`src/rtl/clkgen_pkg.sv`:
```
package clkgen_pkg;

    typedef enum logic [1:0] {
        ST_IDLE  = 2'd0,
        ST_FAULT = 2'd1,
        ST_LOW   = 2'd2,
        ST_HIGH  = 2'd3
    } gen_state_t;

endpackage

```
`src/rtl/clkgen_ratio_dec.sv`:
```
module clkgen_ratio_dec #(
    parameter int unsigned CODE_W      = 3,
    parameter int unsigned NARROW_BITS = 32,
    parameter int unsigned WIDE_BITS   = 48,
    parameter int unsigned POW2_TOP    = 512,
    parameter int unsigned POW2_MIN    = 32,
    parameter int unsigned TRI_TOP     = 384,
    parameter int unsigned TRI_MIN     = 48,
    parameter int unsigned DIV_W       = 5,
    parameter int unsigned HALF_W      = 5
) (
    input  logic [CODE_W-1:0] mult_code,
    input  logic              base_rate,
    input  logic              wide_frame,
    output logic              legal,
    output logic [DIV_W-1:0]  div,
    output logic [HALF_W-1:0] half_bits
);

    localparam int unsigned POW2_CODES = $clog2(POW2_TOP / POW2_MIN) + 1;
    localparam int unsigned TRI_CODES  = $clog2(TRI_TOP / TRI_MIN) + 1;
    localparam int unsigned DIV_LIMIT  = 2 ** DIV_W;

    int unsigned ratio;
    int unsigned bpf;
    int unsigned quot;
    int unsigned rem;

    always_comb begin
        ratio = 0;
        if (base_rate) begin
            if (32'(mult_code) < TRI_CODES) begin
                ratio = TRI_TOP >> mult_code;
            end
        end else begin
            if (32'(mult_code) < POW2_CODES) begin
                ratio = POW2_TOP >> mult_code;
            end
        end
        if (wide_frame) begin
            bpf  = WIDE_BITS;
            quot = ratio / WIDE_BITS;
            rem  = ratio % WIDE_BITS;
        end else begin
            bpf  = NARROW_BITS;
            quot = ratio / NARROW_BITS;
            rem  = ratio % NARROW_BITS;
        end
        legal     = (ratio != 0) && (rem == 0) && (quot >= 2) && (quot < DIV_LIMIT);
        div       = DIV_W'(quot);
        half_bits = HALF_W'(bpf / 2);
    end

endmodule

```
`src/rtl/clkgen_seq.sv`:
```
module clkgen_seq
    import clkgen_pkg::*;
#(
    parameter int unsigned DIV_W  = 5,
    parameter int unsigned HALF_W = 5
) (
    input  logic              clk,
    input  logic              rst_n,
    input  logic              go,
    input  logic              legal,
    input  logic [DIV_W-1:0]  div,
    input  logic [HALF_W-1:0] half_bits,
    output logic              bclk,
    output logic              fclk,
    output logic              shift_stb,
    output logic              sample_stb,
    output logic              cfg_err
);

    gen_state_t        state, state_n;
    logic [DIV_W-1:0]  ph_cnt;
    logic [DIV_W-1:0]  lo_len, hi_len;
    logic [HALF_W-1:0] bit_idx, half_q;
    logic              lo_done, hi_done, half_wrap, fall_evt;

    assign lo_done   = (ph_cnt == DIV_W'(lo_len - 1'b1));
    assign hi_done   = (ph_cnt == DIV_W'(hi_len - 1'b1));
    assign half_wrap = (bit_idx == HALF_W'(half_q - 1'b1));
    assign fall_evt  = (state == ST_HIGH) && (state_n == ST_LOW);

    // next-state logic
    always_comb begin
        state_n = state;
        unique case (state)
            ST_IDLE:  if (go) state_n = legal ? ST_LOW : ST_FAULT;
            ST_FAULT: if (!go) state_n = ST_IDLE;
            ST_LOW: begin
                if (!go)          state_n = ST_IDLE;
                else if (lo_done) state_n = ST_HIGH;
            end
            ST_HIGH: begin
                if (!go)          state_n = ST_IDLE;
                else if (hi_done) state_n = ST_LOW;
            end
            default: state_n = ST_IDLE;
        endcase
    end

    // state register and counters
    always_ff @(posedge clk or negedge rst_n) begin
        if (!rst_n) begin
            state   <= ST_IDLE;
            ph_cnt  <= '0;
            bit_idx <= '0;
            lo_len  <= '0;
            hi_len  <= '0;
            half_q  <= '0;
        end else begin
            state <= state_n;
            if (state == ST_IDLE) begin
                lo_len <= DIV_W'(div - (div >> 1));
                hi_len <= DIV_W'(div >> 1);
                half_q <= half_bits;
            end
            if ((state_n != state) || (state_n == ST_IDLE) || (state_n == ST_FAULT)) begin
                ph_cnt <= '0;
            end else begin
                ph_cnt <= DIV_W'(ph_cnt + 1'b1);
            end
            if ((state_n == ST_IDLE) || (state_n == ST_FAULT)) begin
                bit_idx <= '0;
            end else if (fall_evt) begin
                bit_idx <= half_wrap ? '0 : HALF_W'(bit_idx + 1'b1);
            end
        end
    end

    // registered outputs, decoded from the next state
    always_ff @(posedge clk or negedge rst_n) begin
        if (!rst_n) begin
            bclk       <= 1'b0;
            fclk       <= 1'b0;
            shift_stb  <= 1'b0;
            sample_stb <= 1'b0;
            cfg_err    <= 1'b0;
        end else begin
            bclk       <= (state_n == ST_HIGH);
            shift_stb  <= (state_n == ST_LOW) && (state != ST_LOW);
            sample_stb <= (state_n == ST_HIGH) && (state != ST_HIGH);
            cfg_err    <= (state_n == ST_FAULT);
            if ((state_n == ST_IDLE) || (state_n == ST_FAULT)) begin
                fclk <= 1'b0;
            end else if (fall_evt && half_wrap) begin
                fclk <= ~fclk;
            end
        end
    end

endmodule

```
`src/rtl/audio_clkgen.sv`:
```
module audio_clkgen #(
    parameter int unsigned CODE_W      = 3,
    parameter int unsigned NARROW_BITS = 32,
    parameter int unsigned WIDE_BITS   = 48,
    parameter int unsigned POW2_TOP    = 512,
    parameter int unsigned POW2_MIN    = 32,
    parameter int unsigned TRI_TOP     = 384,
    parameter int unsigned TRI_MIN     = 48
) (
    input  logic              clk,
    input  logic              rst_n,
    input  logic              run,
    input  logic              clk_gate,
    input  logic [CODE_W-1:0] mult_code,
    input  logic              base_rate,
    input  logic              wide_frame,
    output logic              bclk,
    output logic              fclk,
    output logic              shift_stb,
    output logic              sample_stb,
    output logic              cfg_err
);

    localparam int unsigned TOP_MAX = (POW2_TOP > TRI_TOP) ? POW2_TOP : TRI_TOP;
    localparam int unsigned DIV_W   = $clog2(TOP_MAX / NARROW_BITS + 1);
    localparam int unsigned HALF_W  = $clog2(WIDE_BITS / 2 + 1);

    logic              go;
    logic              legal;
    logic [DIV_W-1:0]  div;
    logic [HALF_W-1:0] half_bits;

    assign go = run && !clk_gate;

    clkgen_ratio_dec #(
        .CODE_W(CODE_W), .NARROW_BITS(NARROW_BITS), .WIDE_BITS(WIDE_BITS),
        .POW2_TOP(POW2_TOP), .POW2_MIN(POW2_MIN),
        .TRI_TOP(TRI_TOP), .TRI_MIN(TRI_MIN),
        .DIV_W(DIV_W), .HALF_W(HALF_W)
    ) u_dec (
        .mult_code (mult_code),
        .base_rate (base_rate),
        .wide_frame(wide_frame),
        .legal     (legal),
        .div       (div),
        .half_bits (half_bits)
    );

    clkgen_seq #(
        .DIV_W(DIV_W), .HALF_W(HALF_W)
    ) u_seq (
        .clk       (clk),
        .rst_n     (rst_n),
        .go        (go),
        .legal     (legal),
        .div       (div),
        .half_bits (half_bits),
        .bclk      (bclk),
        .fclk      (fclk),
        .shift_stb (shift_stb),
        .sample_stb(sample_stb),
        .cfg_err   (cfg_err)
    );

endmodule

```
`config.mk`:
```
export PLATFORM = sky130hd
export DESIGN_NAME = audio_clkgen
export DESIGN_NICKNAME = d
export VERILOG_FILES = /design/src/rtl/clkgen_pkg.sv /design/src/rtl/clkgen_ratio_dec.sv /design/src/rtl/clkgen_seq.sv /design/src/rtl/audio_clkgen.sv
export SDC_FILE = /design/constraint.sdc
export NUM_CORES = 1
export LEC_CHECK = 0
export BUFFER_PORTS_ARGS = -buffer_cell sky130_fd_sc_hd__buf_2
export CAP_MARGIN = 0
export CORE_AREA = 2 2 79 62
export CTS_BUF_LIST = sky130_fd_sc_hd__clkbuf_8
export DETAILED_ROUTE_END_ITERATION = 10
export DIE_AREA = 0 0 81 64
export PLACE_DENSITY = 0.71
export SLEW_MARGIN = 20
export SYNTH_ARGS = -nofsm -noshare
export SYNTH_HDL_FRONTEND = slang
export SYNTH_SLANG_ARGS = --single-unit
```
`constraint.sdc`:
```
create_clock -name clk -period 3.1 [get_ports clk]
set_clock_uncertainty 0.1 [all_clocks]
set_input_delay 0.465 -clock clk [delete_from_list [all_inputs] [get_ports clk]]
set_output_delay 0.465 -clock clk [all_outputs]
set_load 0.1 [all_outputs]
```
Yosys cells after proc, flatten, opt, wreduce, memory -nomap -nowiden
Cells that the tools add are included.
- add/sub/neg operators: 6
- $mul: 0
- divide/modulo/power cells: 2
- magnitude comparators: 4
- eq/ne operators: 12
- shift operators: 2
- multiplexer cells: 20
- bitwise logic cells: 1
- reductions and logical operators: 18
- operator list (operator ; count):
    $mux 32 ; 5
    $div 32x6->32 const B ; 1
    $ge 32x2->1 const B ; 1
    $logic_not 32->1 ; 1
    $lt 32x6->1 const B ; 1
    $mod 32x6->32 const B ; 1
    $reduce_bool 32->1 ; 1
    $shr 10x3->32 const A ; 1
    $shr 9x3->32 const A ; 1
    $mux 5 ; 5
    $eq 5x5->1 ; 3
    $mux 2 ; 7
    $add 5x1->5 const B ; 2
    $sub 5x1->5 const B ; 2
    $eq 2x2->1 const B ; 4
    $logic_and 1x1->1 ; 8
    $pmux 2 s4 ; 1
    $lt 3x3->1 const B ; 2
    $sub 4x1->5 const B ; 1
    $sub 5x4->5 ; 1
    $eq 2x1->1 const B ; 2
    $logic_not 2->1 ; 2
    $ne 2x2->1 const B ; 2
    $reduce_bool 2->1 ; 2
    other kinds (5) ; 8
- register bits after elaboration: 31
- bits in latches: 0
- memory bits (writable): 0
- ROM bits: 0
- bits of input ports: 9
- output and inout bits: 5
- logic and storage cells: 76
- memories: 0

Depth between registers and ports, before layout
- depth after elaboration: 17
- gate-level depth with buffers: 20
- gate-level depth less buffers: 19

Hierarchy
From an unflattened synthesis, not the netlist that was laid out.
- cells, all modules: 277
- area total of the unflattened synthesis: 2434.8 um^2
- by module, submodules not included (module ; instances ; cells an instance ; area each (um^2) ; sequential area each (um^2)):
    clkgen_seq ; 1 ; 190 ; 1816.7 ; 775.7
    clkgen_ratio_dec ; 1 ; 86 ; 604.3 ; 0.0
    audio_clkgen ; 1 ; 1 ; 13.8 ; 0.0

Worst setup path after synthesis
No wires, ideal clock.
- kind: in2reg
- from: in mult_code[1]
- to: reg u_seq.lo_len[4]
- library setup time: 83 ps
- data arrival time: 3873 ps
- data required time: 2917 ps
- slack: -955 ps
- stages on the path: 20
- buffers on the path: 1
- path through: inv_1 > ha_1 > clkbuf_1 > nand2_1 > a21oi_1 > ha_1 > nor2b_1 > or3_1 > o31ai_1 > a2111oi_0 > o22ai_2 > nand3_1 > o21ai_0 > ha_1 > fa_1 > inv_1 > a21o_1 > a21oi_1 > xor2_1 > o21ai_0
- word-level cells in the longest chain between the ends: 6
- elaborated cells between the ends (all ways): 10
- those cells by class: 1 x add/sub; 1 x div; 2 x order compare; 2 x shift; 4 x mux
- RTL lines (element ; RTL line ; text):
    start, declared ; audio_clkgen.sv:14 ; input logic [CODE_W-1:0] mult_code,
    $lt 3x3->1 (tied with other cells) ; clkgen_ratio_dec.sv:36 ; if (32'(mult_code) < POW2_CODES) begin
    $mux 32 (on tied branches) ; clkgen_ratio_dec.sv:36, clkgen_ratio_dec.sv:32 ;
    $mux 32 * ; clkgen_ratio_dec.sv:31 ; if (base_rate) begin
    $div 32x6->32 ; clkgen_ratio_dec.sv:42 ; quot = ratio / WIDE_BITS;
    $mux 32 * ; clkgen_ratio_dec.sv:40 ; if (wide_frame) begin
    $sub 5x4->5 * ; clkgen_seq.sv:61 ; lo_len <= DIV_W'(div - (div >> 1));
    end signal, assigned ; clkgen_seq.sv:61 ;
    end, declared ; clkgen_seq.sv:22 ; logic [DIV_W-1:0] lo_len, hi_len;
Every way passes the cells marked *; elsewhere a longest branch is shown, timed or not.
A chain may end at the register's enable or synchronous reset.

Worst setup path in the final report
- from: in mult_code[0]
- to: reg u_seq.ph_cnt[0]
- elaborated cells between the ends (all ways): 27
- those cells by class: 2 x div; 4 x order compare; 2 x eq/ne; 2 x shift; 9 x mux; 8 x reduce/logical
- RTL lines (element ; RTL line ; text):
    $lt 3x3->1 (tied with other cells) ; clkgen_ratio_dec.sv:36 ;
    $mux 32 (on tied branches) ; clkgen_ratio_dec.sv:36, clkgen_ratio_dec.sv:32 ;
    $mux 32 * ; clkgen_ratio_dec.sv:31 ;
    $div 32x6->32 ; clkgen_ratio_dec.sv:42 ;
    $mux 32 * ; clkgen_ratio_dec.sv:40 ;
    named net div[1] ; audio_clkgen.sv:30 ; logic [DIV_W-1:0] div;
    $ge 32x2->1 ; clkgen_ratio_dec.sv:49 ; legal = (ratio != 0) && (rem == 0) && (quot >= 2) && (quot < DIV_LIMIT);
    $logic_and 1x1->1 ; clkgen_ratio_dec.sv:49 ;
    $logic_and 1x1->1 * ; clkgen_ratio_dec.sv:49 ;
    $mux 2 * (2 in series) ; clkgen_seq.sv:35 ; ST_IDLE: if (go) state_n = legal ? ST_LOW : ST_FAULT;
    $pmux 2 s4 * ; clkgen_seq.sv:34 ; unique case (state)
    $ne 2x2->1 or $logic_not 2->1 (tied branches) ; clkgen_seq.sv:65 ; if ((state_n != state) || (state_n == ST_IDLE) || (state_n == ST_FAULT)) begin
    $logic_or 1x1->1 ; clkgen_seq.sv:65 ;
    $logic_or 1x1->1 * ; clkgen_seq.sv:65 ;
    $mux 5 * ; clkgen_seq.sv:65 ;
    end signal, assigned ; clkgen_seq.sv:68 ; ph_cnt <= DIV_W'(ph_cnt + 1'b1);
    end, declared ; clkgen_seq.sv:21 ; logic [DIV_W-1:0] ph_cnt;
Mark *: on every way through the listed nets, which the timed path passes. The rest lies on a longest branch.

==> key figures <==
GRT
  – GRT Total Usage: 25.11%
  – GR Util met1: a little over a third
  – Largest net degree at the start of global routing: 29
  – Most used routing layer: met2
  – Grt met2 use: approximately 41%
  – Total gr overflow: 0
  – Vias in the first global route: around 2300
  – Antenna violations before repair: 0
  – First-pass GRT wire length: just over 10000 um
  – Grt met3 use: 3.955%

Timing
  – Final WS setup: -0.7160 ns
  – Hold Vio Cnt, Final: 0
  – Final worst path period need: 3.816 ns
  – TNS Setup: -12.13 ns
  – Final period util: 123.1%
  – Final-report setup violation count: 20
  – Worst-Margin Slew: around 0.62 ns
  – Worst relative slew slack: 58.63%
  – Max-slew violations: 0
  – Unrepaired setup endpoints after global routing: yes
  – Max Fclk: about 260 MHz

Power and ir drop
  – Switch share: 34.38%
  – Sequential share of power: around a third
  – P per Cell Area: 368.6 nW/um^2
  – Comb power frac: 43.3%
  – Lkg Pwr: approximately 1.5 nW
  – Net Switching: ~0.44 mW
  – Clk network pwr share: 22.3%
  – Max VDD drop: between 0.2 and 0.3 mV
  – Overall power: 1.275 mW
  – P_int: 0.8363 mW

Final layout
  – Register Area: between 700 and 800 um^2
  – Fin nets: roughly 390
  – Area delta synth->final: 47.41%
  – Finished Layout Cells: between 400 and 500
  – Layout cell share with drive strength beyond 1: 44.01%
  – Diodes inserted: 0
  – Most common cell after layout, fill and taps aside: buf_4
  – Most frequent cells in the layout: 70 x buf_4, 28 x dfrtp_1, 21 x nand2_1
  – Fillers: between 200 and 300
  – Final Core Density: between 70% and 80%
  – Area occupied by multi-input gates: around 1800 um^2

Clocking
  – Clock transition at the registers of the reported paths: 0.09 ns
  – Root Driver: clkbuf_8
  – CTS tree: done
  – Clk sinks: 28
  – H-tree depth: 1
  – Later-pin clock latency in the skew report: 0.27 ns
  – Clk buf depth: 2
  – Post-CTS Hold Fix Bufs: 0
  – CTS buffer count: 3

Floorplan
  – Top Ports: 14
  – Row count: 21
  – Die Area: ~5200 um^2
  – DIE HEIGHT: 64 um
  – Die width: 81 um
  – Core Area: roughly 4400 um^2
  – Starting density of the core: ~54%

Detailed routing
  – Wire per inst: roughly 18 um
  – Routed vias: 2513
  – DRC Markers: 0
  – First-pass DRT Iterations: 5
  – Final antenna-violating net count: 0
  – Via density per instance: around 6.0
  – Total wire length: 7282 um
  – Initial DRC count: 185

Synthesis
  – Area leader, netlist: dfrtp_1
  – Mapped Cells: 275
  – Seq/Total Area, Yosys: between 20% and 30%
  – Post-synth EDFFs: 0
  – Syn_area_per_cell: roughly 8.5 um^2
  – Dominant cells by area after synthesis: dfrtp_1 30%, ha_1 8.5%, xnor2_1 5.2%, o21ai_0 4.5%, a21oi_1 3.8%
  – Async S/R FF share, synth: 100.0%
  – Total of warnings raised by yosys: 0
  – Synth unique cells: just under 60
  – Cell area after synthesis: approximately 2300 um^2
  – Synth Register Bits: 28
  – Top cell type's share of synthesized area: about 30%
  – Net Count, Synth: 301
  – Top_reg_cell synth: dfrtp_1

Status
  – Failing checks: negative setup slack
  – Outcome: finished, violations left

Critical path
  – Crit path launch: mult_code[0]
  – CP arrival: a little under 4 ns
  – Reg2reg setup slack: between 0.15 and 0.2 ns
  – Worst r2r dst: u_seq.fclk
  – WS Path Type: in2reg
  – Kind of end point of the critical path: flip-flop
  – R2R depth: 10
  – Reg2reg start: u_seq.hi_len[0]
  – Startpoint types: primary input
  – Crit Path Max Fanout: 5
  – Crit path required time: about 3.2 ns

Placement
  – Post-DP HPWL: 4484 um
  – Global placer's final weighted congestion: around 0.95
  – # placed instances: a little under 400
  – PortBufs: 13

Hold path
  – Worst min path class: in2async

Flow run
  – Max Cap Viol: 0
## layout make-up
cell class              count  share of cell area [%]
multi-input cells         218                   53.00
flip-flops and latches     28                   20.26
repair buffers             89                   19.75
inverters                  20                   2.858
well taps                  57                   2.062
clock buffers               3                   1.194
clock inverters             1                  0.8683
## cells in the mapped netlist, types with 4 or more instances
library cell  instances
nand3_1              10
nor3_1                9
ha_1                 16
a21o_1                7
nand3b_1              5
o21ai_0              21
nor4_1                4
xor2_1                6
nor2_1               15
inv_1                19
dfrtp_1              28
a211oi_1              6
nand2_1              22
nand2b_1             12
o211ai_1              4
clkbuf_1              7
a21oi_1              18
xnor2_1              14
## state kept, by name, summed over array words and instances (netlist names)
register	cells
u_seq.ph_cnt	5
u_seq.bit_idx	5
u_seq.cfg_err	1
u_seq.sample_stb	1
u_seq.lo_len	5
u_seq.bclk	1
u_seq.hi_len	4
u_seq.state	2
u_seq.fclk	1
u_seq.half_q	2
u_seq.shift_stb	1
## worst max path at each step
stage,end,slack [ns],cells past startpoint
final,u_seq.ph_cnt[0],-0.72,21
after global routing,u_seq.ph_cnt[0],-0.85,21
after CTS,u_seq.ph_cnt[2],-0.51,21
after detailed placement,u_seq.lo_len[4],-0.94,20
after global placement,u_seq.fclk,-0.84,17
after floorplan,u_seq.fclk,-0.59,18
## kinds of logic (layout without fill, tap and decap cells)
family / after synthesis / in the layout / share of synthesized area (%)
AO/OA/AOI/OAI: 80 / 80 / 23.57
XOR/XNOR: 20 / 20 / 7.467
adder cells (fa/ha/maj): 17 / 17 / 9.387
buffers and inverters: 29 / 113 / 5.013
flip-flops: 28 / 28 / 29.87
multiplexers: 3 / 3 / 1.600
AND/OR/NAND/NOR: 98 / 98 / 23.09
## power by group through the flow
stage	Combinational [mW]	Sequential, mW	Clock, mW
2_1_floorplan	0.282	0.446	0
3_3_place_gp	0.428	0.440	0
5_1_grt	0.597	0.443	0.301
3_5_place_dp	0.438	0.443	0
4_1_cts	0.467	0.436	0.290
6_report	0.552	0.438	0.284
## layer usage
layer / share of wire (%) / up-vias
met2: 48 / 99
met1: 43 / 1231
li1: - / 1167
met4: 2.0 / 0
met3: 6.7 / 16
met5: 0 / -
## critical path, cell delays in order
cell and delay [ns]:
buf_8 0.11, inv_6 0.05, ha_4 0.13, or3b_4 0.40, inv_4 0.08, ha_4 0.20
nor2b_4 0.16, buf_4 0.13, a2111o_1 0.09, nand4b_1 0.17, a21oi_2 0.22, inv_2 0.08
ha_4 0.17, a32oi_2 0.23, o211ai_1 0.16, buf_4 0.17, a31o_4 0.21, a21oi_4 0.14
o21ai_4 0.10, xnor2_4 0.20, nor4_4 0.20
## metrics by stage
stage	setup WS (ns)	hold WS, ns	area, um^2
after floorplan	-0.5878	0.06941	2451
after global placement	-0.8440	0.3735	2977
after detailed placement	-0.9384	0.3837	2977
after CTS	-0.5094	0.1125	3186
after global routing	-0.8454	0.1454	3458
final	-0.7160	0.09015	3458
## timing repair
action | in CTS | in global routing
resized for setup | 27 | 38
endpoints found under the hold margin | 0 | 0
setup endpoints to repair | 20 | 21
setup buffers | 7 | 15
pin swaps | 20 | 30
(Power assumes the default switching activity.)
